===== config.mk =====
export PLATFORM = sky130hd
export DESIGN_NAME = rs_bank
export DESIGN_NICKNAME = d
export VERILOG_FILES = /design/src/rtl/rs_pkg.sv /design/src/rtl/rs_rename_table.sv /design/src/rtl/rs_station.sv /design/src/rtl/rs_age_pick.sv /design/src/rtl/rs_bank.sv
export SDC_FILE = /design/constraint.sdc
export NUM_CORES = 1
export LEC_CHECK = 0
export ABC_CLOCK_PERIOD_IN_PS = 3150
export BUFFER_PORTS_ARGS = -buffer_cell sky130_fd_sc_hd__buf_2
export CAP_MARGIN = 0
export CELL_PAD_IN_SITES_DETAIL_PLACEMENT = 1
export CELL_PAD_IN_SITES_GLOBAL_PLACEMENT = 2
export CORE_MARGIN = 2
export CORE_UTILIZATION = 38
export DETAILED_ROUTE_END_ITERATION = 8
export PLACE_DENSITY_LB_ADDON = 0.1
export SKIP_CTS_REPAIR_TIMING = 1
export SYNTH_ARGS = -nofsm -noshare
export SYNTH_HDL_FRONTEND = slang
export SYNTH_SLANG_ARGS = --single-unit

===== constraint.sdc =====
create_clock -name clk -period 3.15 [get_ports clk]
set_input_delay 0.4725 -clock clk [delete_from_list [all_inputs] [get_ports clk]]
set_output_delay 0.4725 -clock clk [all_outputs]
set_load 0.02 [all_outputs]

===== src/rtl/rs_pkg.sv =====
// Shared defaults and helpers for the reservation station bank.
// Assumes tag 0 is reserved for "no pending producer".
package rs_pkg;
    localparam int DEF_NUM_RS   = 4;
    localparam int DEF_XLEN     = 16;
    localparam int DEF_NUM_REGS = 8;
    localparam int DEF_OP_W     = 4;

    // Width needed to name n stations plus the reserved ready tag.
    function automatic int tag_width(input int n);
        return $clog2(n + 1);
    endfunction
endpackage


===== src/rtl/rs_rename_table.sv =====
// Register-to-tag map. Reads are combinational. One issue write and one
// broadcast clear per cycle; the write wins when both hit the same register.
// Assumes a clear applies only to entries still holding the broadcast tag.
module rs_rename_table #(
    parameter int NUM_REGS = 8,
    parameter int TAG_W    = 3,
    localparam int REG_W   = $clog2(NUM_REGS)
) (
    input  logic             clk,
    input  logic             rst_n,
    input  logic [REG_W-1:0] rd_a_idx,
    input  logic [REG_W-1:0] rd_b_idx,
    output logic [TAG_W-1:0] rd_a_tag,
    output logic [TAG_W-1:0] rd_b_tag,
    input  logic             wr_en,
    input  logic [REG_W-1:0] wr_idx,
    input  logic [TAG_W-1:0] wr_tag,
    input  logic             clr_en,
    input  logic [TAG_W-1:0] clr_tag
);
    logic [TAG_W-1:0] map_q [NUM_REGS];

    // Look up the producers of both sources.
    always_comb begin
        rd_a_tag = map_q[rd_a_idx];
        rd_b_tag = map_q[rd_b_idx];
    end

    for (genvar r = 0; r < NUM_REGS; r++) begin : g_reg
        // Rename on issue; retire the mapping when its producer broadcasts.
        always_ff @(posedge clk) begin
            if (!rst_n) begin
                map_q[r] <= '0;
            end else if (wr_en && wr_idx == REG_W'(r)) begin
                map_q[r] <= wr_tag;
            end else if (clr_en && clr_tag != '0 && map_q[r] == clr_tag) begin
                map_q[r] <= '0;
            end
        end
    end
endmodule


===== src/rtl/rs_station.sv =====
// One reservation station. Holds op, two operand values and two producer
// tags. Snoops the result bus, raises ready once both tags are clear, and
// frees itself when its own tag is broadcast.
// Assumes an allocation only targets a free station.
module rs_station #(
    parameter int XLEN   = 16,
    parameter int OP_W   = 4,
    parameter int TAG_W  = 3,
    parameter int MY_TAG = 1
) (
    input  logic             clk,
    input  logic             rst_n,
    input  logic             alloc,
    input  logic [OP_W-1:0]  alloc_op,
    input  logic [XLEN-1:0]  alloc_vj,
    input  logic [TAG_W-1:0] alloc_qj,
    input  logic [XLEN-1:0]  alloc_vk,
    input  logic [TAG_W-1:0] alloc_qk,
    input  logic             cdb_valid,
    input  logic [TAG_W-1:0] cdb_tag,
    input  logic [XLEN-1:0]  cdb_value,
    input  logic             grant,
    output logic             busy,
    output logic             ready,
    output logic [OP_W-1:0]  op,
    output logic [XLEN-1:0]  vj,
    output logic [XLEN-1:0]  vk,
    output logic [TAG_W-1:0] qj,
    output logic [TAG_W-1:0] qk
);
    logic sent;
    logic hit_j, hit_k, hit_own;

    // Decode the broadcast against this station's fields.
    always_comb begin
        hit_j   = cdb_valid && qj != '0 && qj == cdb_tag;
        hit_k   = cdb_valid && qk != '0 && qk == cdb_tag;
        hit_own = cdb_valid && cdb_tag == TAG_W'(MY_TAG);
        ready   = busy && !sent && qj == '0 && qk == '0;
    end

    // Load on allocation, capture broadcasts, mark dispatch, free on own tag.
    always_ff @(posedge clk) begin
        if (!rst_n) begin
            busy <= 1'b0;
            sent <= 1'b0;
            op   <= '0;
            vj   <= '0;
            vk   <= '0;
            qj   <= '0;
            qk   <= '0;
        end else if (alloc) begin
            busy <= 1'b1;
            sent <= 1'b0;
            op   <= alloc_op;
            vj   <= alloc_vj;
            vk   <= alloc_vk;
            qj   <= alloc_qj;
            qk   <= alloc_qk;
        end else if (busy) begin
            if (hit_own) begin
                busy <= 1'b0;
            end
            if (hit_j) begin
                vj <= cdb_value;
                qj <= '0;
            end
            if (hit_k) begin
                vk <= cdb_value;
                qk <= '0;
            end
            if (grant) begin
                sent <= 1'b1;
            end
        end
    end
endmodule


===== src/rtl/rs_age_pick.sv =====
// Age matrix and oldest-ready picker. older_q[i][j] set means station i
// was allocated before station j. A new allocation becomes younger than all.
// Assumes at most one allocation per cycle.
module rs_age_pick #(
    parameter int N = 4
) (
    input  logic         clk,
    input  logic         rst_n,
    input  logic [N-1:0] alloc_vec,
    input  logic [N-1:0] ready_vec,
    output logic [N-1:0] grant_vec
);
    logic [N-1:0] older_q [N];

    for (genvar i = 0; i < N; i++) begin : g_row
        for (genvar j = 0; j < N; j++) begin : g_col
            if (i == j) begin : g_diag
                // Diagonal is never consulted; hold it at zero.
                always_ff @(posedge clk) older_q[i][j] <= 1'b0;
            end else begin : g_off
                // Track pairwise allocation order.
                always_ff @(posedge clk) begin
                    if (!rst_n)            older_q[i][j] <= (i < j);
                    else if (alloc_vec[j]) older_q[i][j] <= 1'b1;
                    else if (alloc_vec[i]) older_q[i][j] <= 1'b0;
                end
            end
        end

        // Grant station i when it is ready and older than every other ready one.
        always_comb begin
            grant_vec[i] = ready_vec[i];
            for (int j = 0; j < N; j++) begin
                if (j != i && ready_vec[j] && !older_q[i][j]) grant_vec[i] = 1'b0;
            end
        end
    end
endmodule


===== src/rtl/rs_bank.sv =====
// Reservation station bank: allocation of the lowest free station,
// operand resolution through the rename table with same-cycle broadcast
// bypass, result-bus snooping and oldest-first dispatch to one unit.
// Assumes the execution unit accepts a dispatch every cycle and that
// only tags of busy, dispatched stations are broadcast.
module rs_bank #(
    parameter int NUM_RS   = rs_pkg::DEF_NUM_RS,
    parameter int XLEN     = rs_pkg::DEF_XLEN,
    parameter int NUM_REGS = rs_pkg::DEF_NUM_REGS,
    parameter int OP_W     = rs_pkg::DEF_OP_W,
    localparam int TAG_W   = rs_pkg::tag_width(NUM_RS),
    localparam int REG_W   = $clog2(NUM_REGS),
    localparam int IDX_W   = $clog2(NUM_RS)
) (
    input  logic             clk,
    input  logic             rst_n,
    input  logic             iss_valid,
    input  logic [OP_W-1:0]  iss_op,
    input  logic [REG_W-1:0] iss_src_a,
    input  logic [REG_W-1:0] iss_src_b,
    input  logic [REG_W-1:0] iss_dst,
    input  logic [XLEN-1:0]  iss_val_a,
    input  logic [XLEN-1:0]  iss_val_b,
    output logic             iss_full,
    input  logic             cdb_valid,
    input  logic [TAG_W-1:0] cdb_tag,
    input  logic [XLEN-1:0]  cdb_value,
    output logic             disp_valid,
    output logic [OP_W-1:0]  disp_op,
    output logic [XLEN-1:0]  disp_a,
    output logic [XLEN-1:0]  disp_b,
    output logic [TAG_W-1:0] disp_tag
);
    logic [NUM_RS-1:0]             busy_vec, ready_vec, grant_vec, alloc_vec;
    logic [NUM_RS-1:0][OP_W-1:0]   op_arr;
    logic [NUM_RS-1:0][XLEN-1:0]   vj_arr, vk_arr;
    logic [NUM_RS-1:0][TAG_W-1:0]  qj_arr, qk_arr;
    logic [IDX_W-1:0]              free_idx;
    logic                          any_free, accept;
    logic [TAG_W-1:0]              new_tag, map_a, map_b, res_qj, res_qk;
    logic [XLEN-1:0]               res_vj, res_vk;

    // Find the lowest free station.
    always_comb begin
        free_idx = '0;
        any_free = 1'b0;
        for (int i = NUM_RS - 1; i >= 0; i--) begin
            if (!busy_vec[i]) begin
                free_idx = IDX_W'(i);
                any_free = 1'b1;
            end
        end
        iss_full  = !any_free;
        accept    = iss_valid && any_free;
        new_tag   = TAG_W'(free_idx) + TAG_W'(1);
        alloc_vec = '0;
        if (accept) alloc_vec[free_idx] = 1'b1;
    end

    rs_rename_table #(.NUM_REGS(NUM_REGS), .TAG_W(TAG_W)) u_map (
        .clk      (clk),
        .rst_n    (rst_n),
        .rd_a_idx (iss_src_a),
        .rd_b_idx (iss_src_b),
        .rd_a_tag (map_a),
        .rd_b_tag (map_b),
        .wr_en    (accept),
        .wr_idx   (iss_dst),
        .wr_tag   (new_tag),
        .clr_en   (cdb_valid),
        .clr_tag  (cdb_tag)
    );

    // Resolve each source to a value or a pending tag, bypassing the bus.
    always_comb begin
        res_vj = iss_val_a;
        res_qj = map_a;
        if (map_a == '0) begin
            res_qj = '0;
        end else if (cdb_valid && cdb_tag == map_a) begin
            res_vj = cdb_value;
            res_qj = '0;
        end
        res_vk = iss_val_b;
        res_qk = map_b;
        if (map_b == '0) begin
            res_qk = '0;
        end else if (cdb_valid && cdb_tag == map_b) begin
            res_vk = cdb_value;
            res_qk = '0;
        end
    end

    for (genvar g = 0; g < NUM_RS; g++) begin : g_rs
        rs_station #(.XLEN(XLEN), .OP_W(OP_W), .TAG_W(TAG_W), .MY_TAG(g + 1)) u_rs (
            .clk       (clk),
            .rst_n     (rst_n),
            .alloc     (alloc_vec[g]),
            .alloc_op  (iss_op),
            .alloc_vj  (res_vj),
            .alloc_qj  (res_qj),
            .alloc_vk  (res_vk),
            .alloc_qk  (res_qk),
            .cdb_valid (cdb_valid),
            .cdb_tag   (cdb_tag),
            .cdb_value (cdb_value),
            .grant     (grant_vec[g]),
            .busy      (busy_vec[g]),
            .ready     (ready_vec[g]),
            .op        (op_arr[g]),
            .vj        (vj_arr[g]),
            .vk        (vk_arr[g]),
            .qj        (qj_arr[g]),
            .qk        (qk_arr[g])
        );
    end

    rs_age_pick #(.N(NUM_RS)) u_pick (
        .clk       (clk),
        .rst_n     (rst_n),
        .alloc_vec (alloc_vec),
        .ready_vec (ready_vec),
        .grant_vec (grant_vec)
    );

    // Steer the granted station onto the dispatch port.
    always_comb begin
        disp_valid = |grant_vec;
        disp_op    = '0;
        disp_a     = '0;
        disp_b     = '0;
        disp_tag   = '0;
        for (int i = 0; i < NUM_RS; i++) begin
            if (grant_vec[i]) begin
                disp_op  = disp_op  | op_arr[i];
                disp_a   = disp_a   | vj_arr[i];
                disp_b   = disp_b   | vk_arr[i];
                disp_tag = disp_tag | TAG_W'(i + 1);
            end
        end
    end
endmodule


After elaboration in Yosys (flattened, before gate mapping)
Memory sizes are Yosys's and may differ from the RTL's.
Index checks and enable logic that the tools add are counted.
{"block": "op_classes", "n_addsub": 1, "n_mul": 0, "div_mod_pow": 0, "n_lt_le_gt_ge": 2, "eq_ne": 29, "n_shift": 0, "n_mux": 252, "bitwise_logic": 50, "reduce_logical": 131}
{"operator": "2-to-1 mux 16 bit", "count": 36}
{"operator": "2-to-1 mux 1 bit", "count": 159}
{"operator": "2-to-1 mux 3 bit", "count": 45}
{"operator": "bitwise OR 16 bit", "count": 6}
{"operator": "logical AND 1 bit", "count": 65}
{"operator": "equality test 3 bit", "count": 18}
{"operator": "bitwise OR 1 bit", "count": 40}
{"operator": "zero test 3 bit", "count": 11}
{"operator": "nonzero test 3 bit", "count": 9}
{"operator": "AND reduction 2 bit", "count": 12}
{"operator": "nonzero test 2 bit", "count": 12}
{"operator": "2-to-1 mux 4 bit", "count": 5}
{"operator": "zero test 1 bit", "count": 17}
{"operator": "equality test 3 bit (second input constant)", "count": 5}
{"operator": "equality test 3 x 2 -> 1 bit (second input constant)", "count": 4}
{"operator": "2-to-1 mux 2 bit", "count": 6}
{"operator": "bitwise OR 4 bit", "count": 3}
{"operator": "OR reduction 2 bit", "count": 4}
{"operator": "equality test 3 x 1 -> 1 bit (second input constant)", "count": 2}
{"operator": "OR reduction 4 bit", "count": 1}
{"operator": "adder 2 x 1 -> 3 bit (second input constant)", "count": 1}
{"operator": "< comparator 2 x 3 -> 1 bit (second input constant)", "count": 1}
{"operator": "demux 1 bit (select 2 bit)", "count": 1}
{"operator": "greater-or-equal comparator 2 x 1 -> 1 bit (second input constant)", "count": 1}
{"operator": "NOT 1 bit", "count": 1}
{"block": "totals", "ff_bits": 176, "latchBits": 0, "ram_bits": 40, "mem_bits_ro": 0, "input_bits": 68, "word_cells": 495, "memories": 2}
{"name": "u_map.map_q", "words": 8, "width": 3, "read_ports": 10, "rd_ports_with_merged_regs": 0, "wr": 8, "line_no": "rs_rename_table.sv:21", "rtl": "logic [TAG_W-1:0] map_q [NUM_REGS];"}
{"name": "u_pick.older_q", "words": 4, "width": 4, "read_ports": 4, "rd_ports_with_merged_regs": 0, "wr": 4, "line_no": "rs_age_pick.sv:13", "rtl": "logic [N-1:0] older_q [N];"}

Longest topological paths before layout
Gate-level depths: netlist (run 1).
{"block": "logic_depth", "word_depth": 15, "mapped_depth": 11, "ltp_nobuf": 9}

By module
Synthesis (run 1) repeated with hierarchy kept, for this count alone.
{"block": "hier_totals", "cells_unflattened": 1388, "area_unflattened_um2": 12623.4}
{"mod": "rs_station at g_rs[2].u_rs", "n_inst": 1, "cells_each": 253, "area_per_inst_um2": 2198.4}
{"mod": "rs_station at g_rs[0].u_rs", "n_inst": 1, "cells_each": 252, "area_per_inst_um2": 2192.1}
{"mod": "rs_station at g_rs[3].u_rs", "n_inst": 1, "cells_each": 252, "area_per_inst_um2": 2190.9}
{"mod": "rs_station at g_rs[1].u_rs", "n_inst": 1, "cells_each": 253, "area_per_inst_um2": 2185.8}
{"mod": "rs_rename_table", "n_inst": 1, "cells_each": 128, "area_per_inst_um2": 1727.9}
{"mod": "rs_bank", "n_inst": 1, "cells_each": 197, "area_per_inst_um2": 1498.9}
{"mod": "rs_age_pick", "n_inst": 1, "cells_each": 53, "area_per_inst_um2": 629.4}

Least setup slack after synthesis (run 1)
No wires, ideal clock.
{"block": "synth_path", "path_type": "input port to flip-flop", "from": "input iss_src_a[0]", "to": "register g_rs[0].u_rs.vj[11]", "setup_ps": 145, "t_arrival_ps": 2773, "slack_ps": 231, "cell_stages": 10, "path_buffers": 4, "cell_sequence": "buf_2 > mux4_2 > mux2i_1 > nand4_1 > a211o_1 > buf_2 > a21oi_1 > buf_2 > buf_2 > o221ai_1"}
{"block": "synth_via", "elab_chain_cells": 6, "elab_cells_between_ends": 7, "cone_classes": "1 x eq/ne; 3 x mux; 2 x reduce/logical; 1 x memory"}
{"element": "start: declaration", "line_no": "rs_bank.sv:19", "rtl": "input logic [REG_W-1:0] iss_src_a,"}
{"element": "memory read (8 x 3 bit) *"}
{"element": "equality test 3 bit", "line_no": "rs_bank.sv:80", "rtl": "end else if (cdb_valid && cdb_tag == map_a) begin"}
{"element": "logical AND 1 bit", "line_no": "rs_bank.sv:80"}
{"element": "2-to-1 mux 16 bit", "line_no": "rs_bank.sv:80"}
{"element": "2-to-1 mux 16 bit *", "line_no": "rs_bank.sv:78", "rtl": "if (map_a == '0) begin"}
{"element": "2-to-1 mux 16 bit *", "line_no": "rs_station.sv:52", "rtl": "end else if (alloc) begin"}
{"element": "end signal: assignment", "line_no": "rs_station.sv:56", "rtl": "vj <= alloc_vj;"}
{"element": "end signal: assignment", "line_no": "rs_station.sv:65", "rtl": "vj <= cdb_value;"}
{"element": "end: declaration", "line_no": "rs_station.sv:26", "rtl": "output logic [XLEN-1:0] vj,"}
Every way passes the cells marked *; elsewhere a longest branch is shown, timed or not.
A chain may end at the register's enable or synchronous reset.

Worst setup path after layout (run 1)
{"block": "layout_path", "from": "register g_rs[2].u_rs.qj[2]", "to": "output disp_b[4]"}
{"block": "layout_via", "elab_chain_cells": 13, "elab_cells_between_ends": 21, "cone_classes": "12 x mux; 3 x bitwise; 6 x reduce/logical"}
{"element": "start: declaration", "line_no": "rs_station.sv:28", "rtl": "output logic [TAG_W-1:0] qj,"}
{"element": "start signal: assignment", "line_no": "rs_station.sv:58", "rtl": "qj <= alloc_qj;"}
{"element": "zero test 3 bit *", "line_no": "rs_station.sv:39", "rtl": "ready = busy && !sent && qj == '0 && qk == '0;"}
{"element": "logical AND 1 bit * (2 in series)", "line_no": "rs_station.sv:39"}
{"element": "logical AND 1 bit", "line_no": "rs_age_pick.sv:34", "rtl": "if (j != i && ready_vec[j] && !older_q[i][j]) grant_vec[i] = 1'b0;"}
{"element": "2-to-1 mux 1 bit (2 in series)", "line_no": "rs_age_pick.sv:34"}
{"element": "2-to-1 mux 16 bit", "line_no": "rs_bank.sv:134", "rtl": "if (grant_vec[i]) begin"}
{"element": "bitwise OR 16 bit", "line_no": "rs_bank.sv:137", "rtl": "disp_b = disp_b | vk_arr[i];"}
{"element": "2-to-1 mux 16 bit", "line_no": "rs_bank.sv:134"}
{"element": "bitwise OR 16 bit", "line_no": "rs_bank.sv:137"}
{"element": "2-to-1 mux 16 bit", "line_no": "rs_bank.sv:134"}
{"element": "bitwise OR 16 bit", "line_no": "rs_bank.sv:137"}
{"element": "2-to-1 mux 16 bit *", "line_no": "rs_bank.sv:134"}
{"element": "end: declaration", "line_no": "rs_bank.sv:31", "rtl": "output logic [XLEN-1:0] disp_b,"}
Marks and branches as above.

==> results.py, run 1 <==
metrics = {
    "outcome": {
        "status": "finished with violations",
        "violations": "negative setup slack",
    },
    "global_route": {
        "grt_pass1_wl_um": 84300,
        "grt.overflow.total": 0,
        "grt_start_max_net_pins": 66,
        "grt_usage_pct": 30.3,
        "grt_pass1_vias": 13300,
        "grt_antenna_before_repair": 3,
    },
    "route": {
        "routed_wl_um": 58700,
        "drtIter0Drc": 1048,
        "final_antenna_net_count": 0,
        "num_vias": 13300,
        "via_per_inst": 6.43,
        "first_pass_iters": 5,
        "wl_per_cell_um": 28.4,
        "drcViolationCount": 0,
    },
    "synth": {
        "syn-instance-count": 1528,
        "synth.area.top_cells": "dfxtp_1 (27%), mux2i_1 (8.1%), edfxtp_1 (8.0%)",
        "synth_seq_cells": 212,
        "yosysSeqAreaShare_pct": 34.8,
        "syn-cell-area_um2": 13200,
        "yosys.area.top_type": "dfxtp_1",
        "synth_top_flop_cell": "dfxtp_1",
        "yosys.area.top_type_share_pct": 26.8,
        "async_flop_share_pct": 0,
        "ys_types": 59,
        "yosysWarnings": 0,
        "synth_edf_count": 35,
        "yosysMostFrequentCell": "nand2_1",
        "synth.top_cells.by_count": "nand2_1 (207), dfxtp_1 (177), clkbuf_1 (121)",
        "synth.net_count": 1600,
        "avgSynthCellArea_um2": 8.65,
    },
    "floorplan": {
        "die_w_um": 190,
        "rows": 68,
        "die_h_um": 190,
        "dieArea_um2": 36300,
        "pin_count": 109,
        "core_area_um2": 34400,
        "start_util_pct": 38.4,
    },
    "cells_and_area": {
        "final.fill_count": 3911,
        "seq_area_um2": 4610,
        "finalNetCount": 1660,
        "final_cells": 2067,
        "drive_gt1_share_pct": 24.6,
        "multiInputGateArea_um2": 8160,
        "synthToLayoutAreaGrowth_pct": 22.5,
    },
    "sta": {
        "post-route-period-util_pct": 102,
        "fin_ws_ps": -58.8,
        "grt_setup_unrepaired": "true",
        "hold_viol_final": 0,
        "slew_headroom_pct": 52.2,
        "tightest_slew_ps": 712,
        "hold_slack_ps": 206,
        "fmax_ghz": 0.312,
        "fin_tns_setup_ps": -445,
        "slew_viol_final": 0,
        "fin_skew_ps": 14.9,
        "period_needed_ps": 3210,
        "setup_violations": 16,
    },
    "hold_path": {
        "hold_class": "in2reg",
    },
    "critical_path": {
        "cp_top_family": "buffers and inverters",
        "startpoint_type": "flip-flop",
        "crit_required_ps": 2680,
        "cpMaxStageDelayCell": "dfxtp_4",
        "path_class": "reg2out",
        "crit_chain": "nor4_4 -> nand4b_1 -> buf_4 -> buf_6 -> nor3_4 -> buf_6 -> clkbuf_16 -> a22oi_1 -> nand2_1 -> buf_4",
        "timing.critical_path.buf_inv": 5,
        "regToRegSetupSlack_ps": 230,
        "crit_arrival_ps": 2740,
        "cpPeakStageDelay_ps": 360,
        "cp_max_fo": 5,
        "cp-end-kind": "output pin",
    },
    "clock_tree": {
        "cts_sinks": 212,
        "clk_path_buf_depth": 3,
        "htreeDepth": 1,
        "cts_buffers": 28,
        "cts_tree": "done",
        "cts_root_buf": "clkbuf_16",
        "path_clk_slew_ps": 60,
        "clk_latency_ps": 560,
    },
    "power_and_ir_drop": {
        "ir_worst_vdd_mv": 0.384,
        "power_mw": 7.70,
        "p_leak_nw": 6.13,
        "pwr_density_cell_nw_per_um2": 475,
    },
    "placed_design": {
        "post-place-cells": 1986,
        "port_buffers": 108,
        "hpwl_um": 35000,
        "dpl_worst_slack_ps": 102,
        "gp_congestion": 0.834,
    },
    "job": {
        "drv_cap": 0,
    },
}
## sequential cells by signal (all words and copies together) (netlist names)
| register | cells |
|---|---|
| u_pick.older_q | 12 |
| g_rs.u_rs.vj | 64 |
| g_rs.u_rs.qk | 12 |
| g_rs.u_rs.sent | 4 |
| u_map.map_q | 24 |
| g_rs.u_rs.vk | 64 |
| g_rs.u_rs.op | 16 |
| g_rs.u_rs.qj | 12 |
| g_rs.u_rs.busy | 4 |
## layout make-up
type / count / area share, %
multi-input combinational: 1121 / 50.4
clock inverter: 9 / 0.587
inverter: 17 / 0.394
timing repair buffer: 208 / 11.3
sequential: 212 / 28.4
clock buffer: 43 / 5.36
antenna: 2 / 0.0309
tap: 455 / 3.52
## stage by stage
stage / area [um2] / util, %
floorplan: 13200 / -
global placement: 14400 / 42.0
detailed placement: 14400 / 42.0
CTS: 15400 / 44.8
global route: 16200 / 47.1
finish: 16200 / 47.1
## worst paths after layout
check             cells past startpoint                              end                       startpoint
hold / removal                        3  g_rs[1].u_rs.op[1]$_SDFFE_PN0P_                        iss_op[1]
setup reg to reg                      8  g_rs[3].u_rs.vj[6]$_SDFFE_PN0P_  u_map.map_q[5][2]$_SDFFCE_PP0P_
hold reg to reg                       2  g_rs[1].u_rs.op[1]$_SDFFE_PN0P_  g_rs[1].u_rs.op[1]$_SDFFE_PN0P_
setup / recovery                     10                        disp_b[4]  g_rs[2].u_rs.qj[2]$_SDFFE_PN0P_
## layer usage
layer  track usage, %  wire length [um]  part of all wire, %  vias up
li1                 -                 -                    -     5929
met5                0                 0                    0        -
met1             42.9             26700                   46     6816
met4             8.11              1620                  2.8        0
met3             3.07              3590                  6.1       95
met2             49.2             26700                   46      454
## where the power goes
group	switching, mW	total, mW	internal [mW]
clock network	1.32	3.37	2.05
registers	0.0887	2.96	2.87
logic	0.907	1.36	0.457
## cells in the final DEF (no fill, tap or decap), drive strengths merged, types with 17 or more instances in the layout
cell and n:
edfxtp 35, and3 58, o21ai 46, or3 17, mux2i 107, xnor2 42, nand2 207, nor2 80
dfxtp 177, nand3 45, o221ai 104, o211ai 96, clkbuf 49, buf 202, a21boi 25, a22oi 74
a211oi 66, mux2 37
## worst register-to-register path: stages (launching register included)
cell and delay, ps:
edfxtp_1 470, mux4_2 490, mux2i_1 210, buf_4 180, nand4_1 180, a211o_1 430
buf_12 190, a211oi_1 520, a211oi_1 100
## logic make-up after synthesis
group	synth area share, %
multiplexers	12.3
adder cells (fa/ha/maj)	0.379
buffers and inverters	6.13
XOR/XNOR	2.92
flip-flops	34.8
AO/OA/AOI/OAI	27.6
AND/OR/NAND/NOR	15.9
No activity file was read; power rests on OpenSTA's default activity.
==> inputs of run 2 (changes only) <==
--- a/config.mk
+++ b/config.mk
@@ -16,2 +16,3 @@
 export PLACE_DENSITY_LB_ADDON = 0.1
+export REMOVE_ABC_BUFFERS = 1
 export SKIP_CTS_REPAIR_TIMING = 1
==> constraint.sdc (replaced) <==
create_clock -name clk -period 3.15 [get_ports clk]
set_input_delay 0.945 -clock clk [delete_from_list [all_inputs] [get_ports clk]]
set_output_delay 0.945 -clock clk [all_outputs]
set_load 0.02 [all_outputs]
==> run 2 against run 1 <==
Effect of this change:
- the run still ends with negative setup slack left
- flip-flop and latch count stayed put
- worst setup slack worse by 340 ps
- sequential power hardly changed
- critical path depth stayed put
- clock power is 11% lower
- wire length is 0.48% lower
- non-clock buffer count is 56 higher
- via count is 2.4% higher
- fmax is 9.7% lower
- clock skew is 1.2 ps higher
==> results.py, run 2 (synthesis gave the netlist of run 1 again) <==
metrics = {
    "placed_design": {
        "hpwl_um": 36100,
        "dpl_worst_slack_ps": -278,
        "gp_congestion": 0.831,
        "dpl_cell_area_um2": 15100,
        "port_buffers": 108,
    },
    "critical_path": {
        "crit_chain": "nor4_4 -> nand4b_1 -> buf_4 -> o22ai_4 -> nor3_4 -> buf_12 -> buf_12 -> a22oi_1 -> nand2_1 -> buf_2",
        "path_class": "reg2out",
        "startpoint_type": "flip-flop",
        "crit_top_cell": "buf_12",
        "crit_required_ps": 2200,
        "cp-end-kind": "output pin",
        "cpMaxStageDelayCell": "dfxtp_2",
        "crit_arrival_ps": 2610,
        "cp_max_fo": 8,
        "cpPeakStageDelay_ps": 330,
    },
    "outcome": {
        "violations": "negative setup slack",
        "status": "finished with violations",
    },
    "sta": {
        "fin_tns_setup_ps": -11820,
        "slew_headroom_pct": 43.0,
        "hold_viol_final": 0,
        "fmax_ghz": 0.282,
        "fin_ws_ps": -402,
        "slew_viol_final": 0,
        "tightest_slew_ps": 850,
        "grt_setup_unrepaired": "true",
        "post-route-period-util_pct": 113,
        "setup_violations": 40,
        "period_needed_ps": 3550,
        "fin_skew_ps": 16.1,
    },
    "cells_and_area": {
        "antenna_cells": 0,
        "reg_top3": "g_rs.u_rs.vj x64, g_rs.u_rs.vk x64, u_map.map_q x24",
        "drive_gt1_share_pct": 27.0,
        "final_common_cell": "nand2_1",
        "fin_area_um2": 16600,
        "synthToLayoutAreaGrowth_pct": 26.0,
        "finalNetCount": 1715,
        "layout_common_cells": "nand2_1 (198), dfxtp_1 (172), buf_4 (115), mux2i_1 (107), o211ai_1 (96)",
    },
    "floorplan": {
        "dieArea_um2": 36300,
        "die_h_um": 190,
        "die_w_um": 190,
        "start_util_pct": 38.4,
        "core_area_um2": 34400,
        "pin_count": 109,
        "rows": 68,
    },
    "clock_tree": {
        "cts_tree": "done",
        "clk_latency_ps": 560,
        "cts_root_buf": "clkbuf_16",
        "htreeDepth": 1,
        "cts_buffers": 27,
        "cts_sinks": 212,
        "path_clk_slew_ps": 60,
        "clk_path_buf_depth": 3,
    },
    "global_route": {
        "grt.overflow.total": 0,
        "grt_pass1_vias": 13800,
        "grt_pass1_wl_um": 86600,
        "met3_usage_pct": 4.03,
        "grt_busiest_layer": "met2",
        "use_met1_pct": 42.3,
        "globalRouteMet2Util_pct": 51.2,
        "grt_antenna_before_repair": 0,
        "grt_usage_pct": 31.3,
        "grt_start_max_net_pins": 49,
    },
    "hold_path": {
        "hold_class": "reg2reg",
    },
    "route": {
        "routed_wl_um": 58400,
        "wl_per_cell_um": 27.6,
        "final_antenna_net_count": 0,
        "drcViolationCount": 0,
        "via_per_inst": 6.43,
        "num_vias": 13600,
        "drtIter0Drc": 1026,
        "first_pass_iters": 5,
    },
    "power_and_ir_drop": {
        "ir_worst_vdd_mv": 0.362,
        "p_comb_share_pct": 19.8,
        "swShare_pct": 30.6,
        "seqPwrFrac_pct": 39.7,
        "p_int_mw": 5.16,
        "power_mw": 7.44,
        "pwr_density_cell_nw_per_um2": 447,
        "p_switching_mw": 2.28,
        "p_leak_nw": 6.39,
        "clkPwrFrac_pct": 40.5,
    },
    "job": {
        "drv_cap": 0,
    },
}
-- run 2: cell types whose count changed in the layout (fill, tap and decap cells not counted), moves of 3 or more --
| cell | before | now |
|---|---|---|
| buf_4 | 76 | 115 |
| buf_12 | 19 | 32 |
| a22oi_1 | 46 | 42 |
| a22oi_2 | 28 | 32 |
| buf_2 | 78 | 81 |
| buf_6 | 28 | 31 |
| clkbuf_16 | 35 | 32 |
| clkbuf_8 | 9 | 6 |
-- run 2: final timing paths --
| path | cells past startpoint | slack [ps] | from | to |
|---|---|---|---|---|
| setup / recovery | 10 | -400 | g_rs[2].u_rs.qj[2]$_SDFFE_PN0P_ | disp_b[12] |
| hold / removal | 2 | 470 | g_rs[1].u_rs.op[0]$_SDFFE_PN0P_ | g_rs[1].u_rs.op[0]$_SDFFE_PN0P_ |
| setup reg to reg | 7 | 310 | u_map.map_q[7][0]$_SDFFCE_PP0P_ | g_rs[2].u_rs.vk[2]$_SDFFE_PN0P_ |
| hold reg to reg | 2 | 470 | g_rs[1].u_rs.op[0]$_SDFFE_PN0P_ | g_rs[1].u_rs.op[0]$_SDFFE_PN0P_ |
-- run 2: routing by layer --
metal  share of wire [%]  up-vias
li1                    -     6041
met1                  44     6983
met3                 5.6      121
met2                  46      463
met4                 3.5        0
met5                   0        -
-- run 2: final cells by class --
class / instances / area [um2]
Clock buffer: 41 / 810
Clock inverter: 6 / 28.8
Fill cell: 3943 / 17700
Inverter: 17 / 63.8
Multi-Input combinational cell: 1121 / 8200
Sequential cell: 212 / 4600
Tap cell: 455 / 569
Timing Repair Buffer: 264 / 2370
-- run 2: metrics by stage --
stage | instances | hold WS [ps] | utilization (%)
floorplan | 1350 | 423 | -
global placement | 2053 | 429 | 43.9
detailed placement | 2053 | 454 | 43.9
CTS | 2100 | 464 | 46.4
global route | 2116 | 493 | 48.4
finish | 2116 | 466 | 48.4
-- run 2: worst max-delay path: cells and delay by family (launching register included) --
kind	cells	cell delay (ps)
buffers and inverters	4	690
AND/OR/NAND/NOR	4	670
flip-flops	1	330
AO/OA/AOI/OAI	2	330
-- run 2: power groups by stage --
stage	combinational, mW	sequential [mW]	clock, mW
global placement	1.31	3.00	0
finish	1.47	2.96	3.01
detailed placement	1.33	3.00	0
CTS	1.34	2.94	3.06
global route	1.55	2.97	3.15
floorplan	0.586	2.98	0
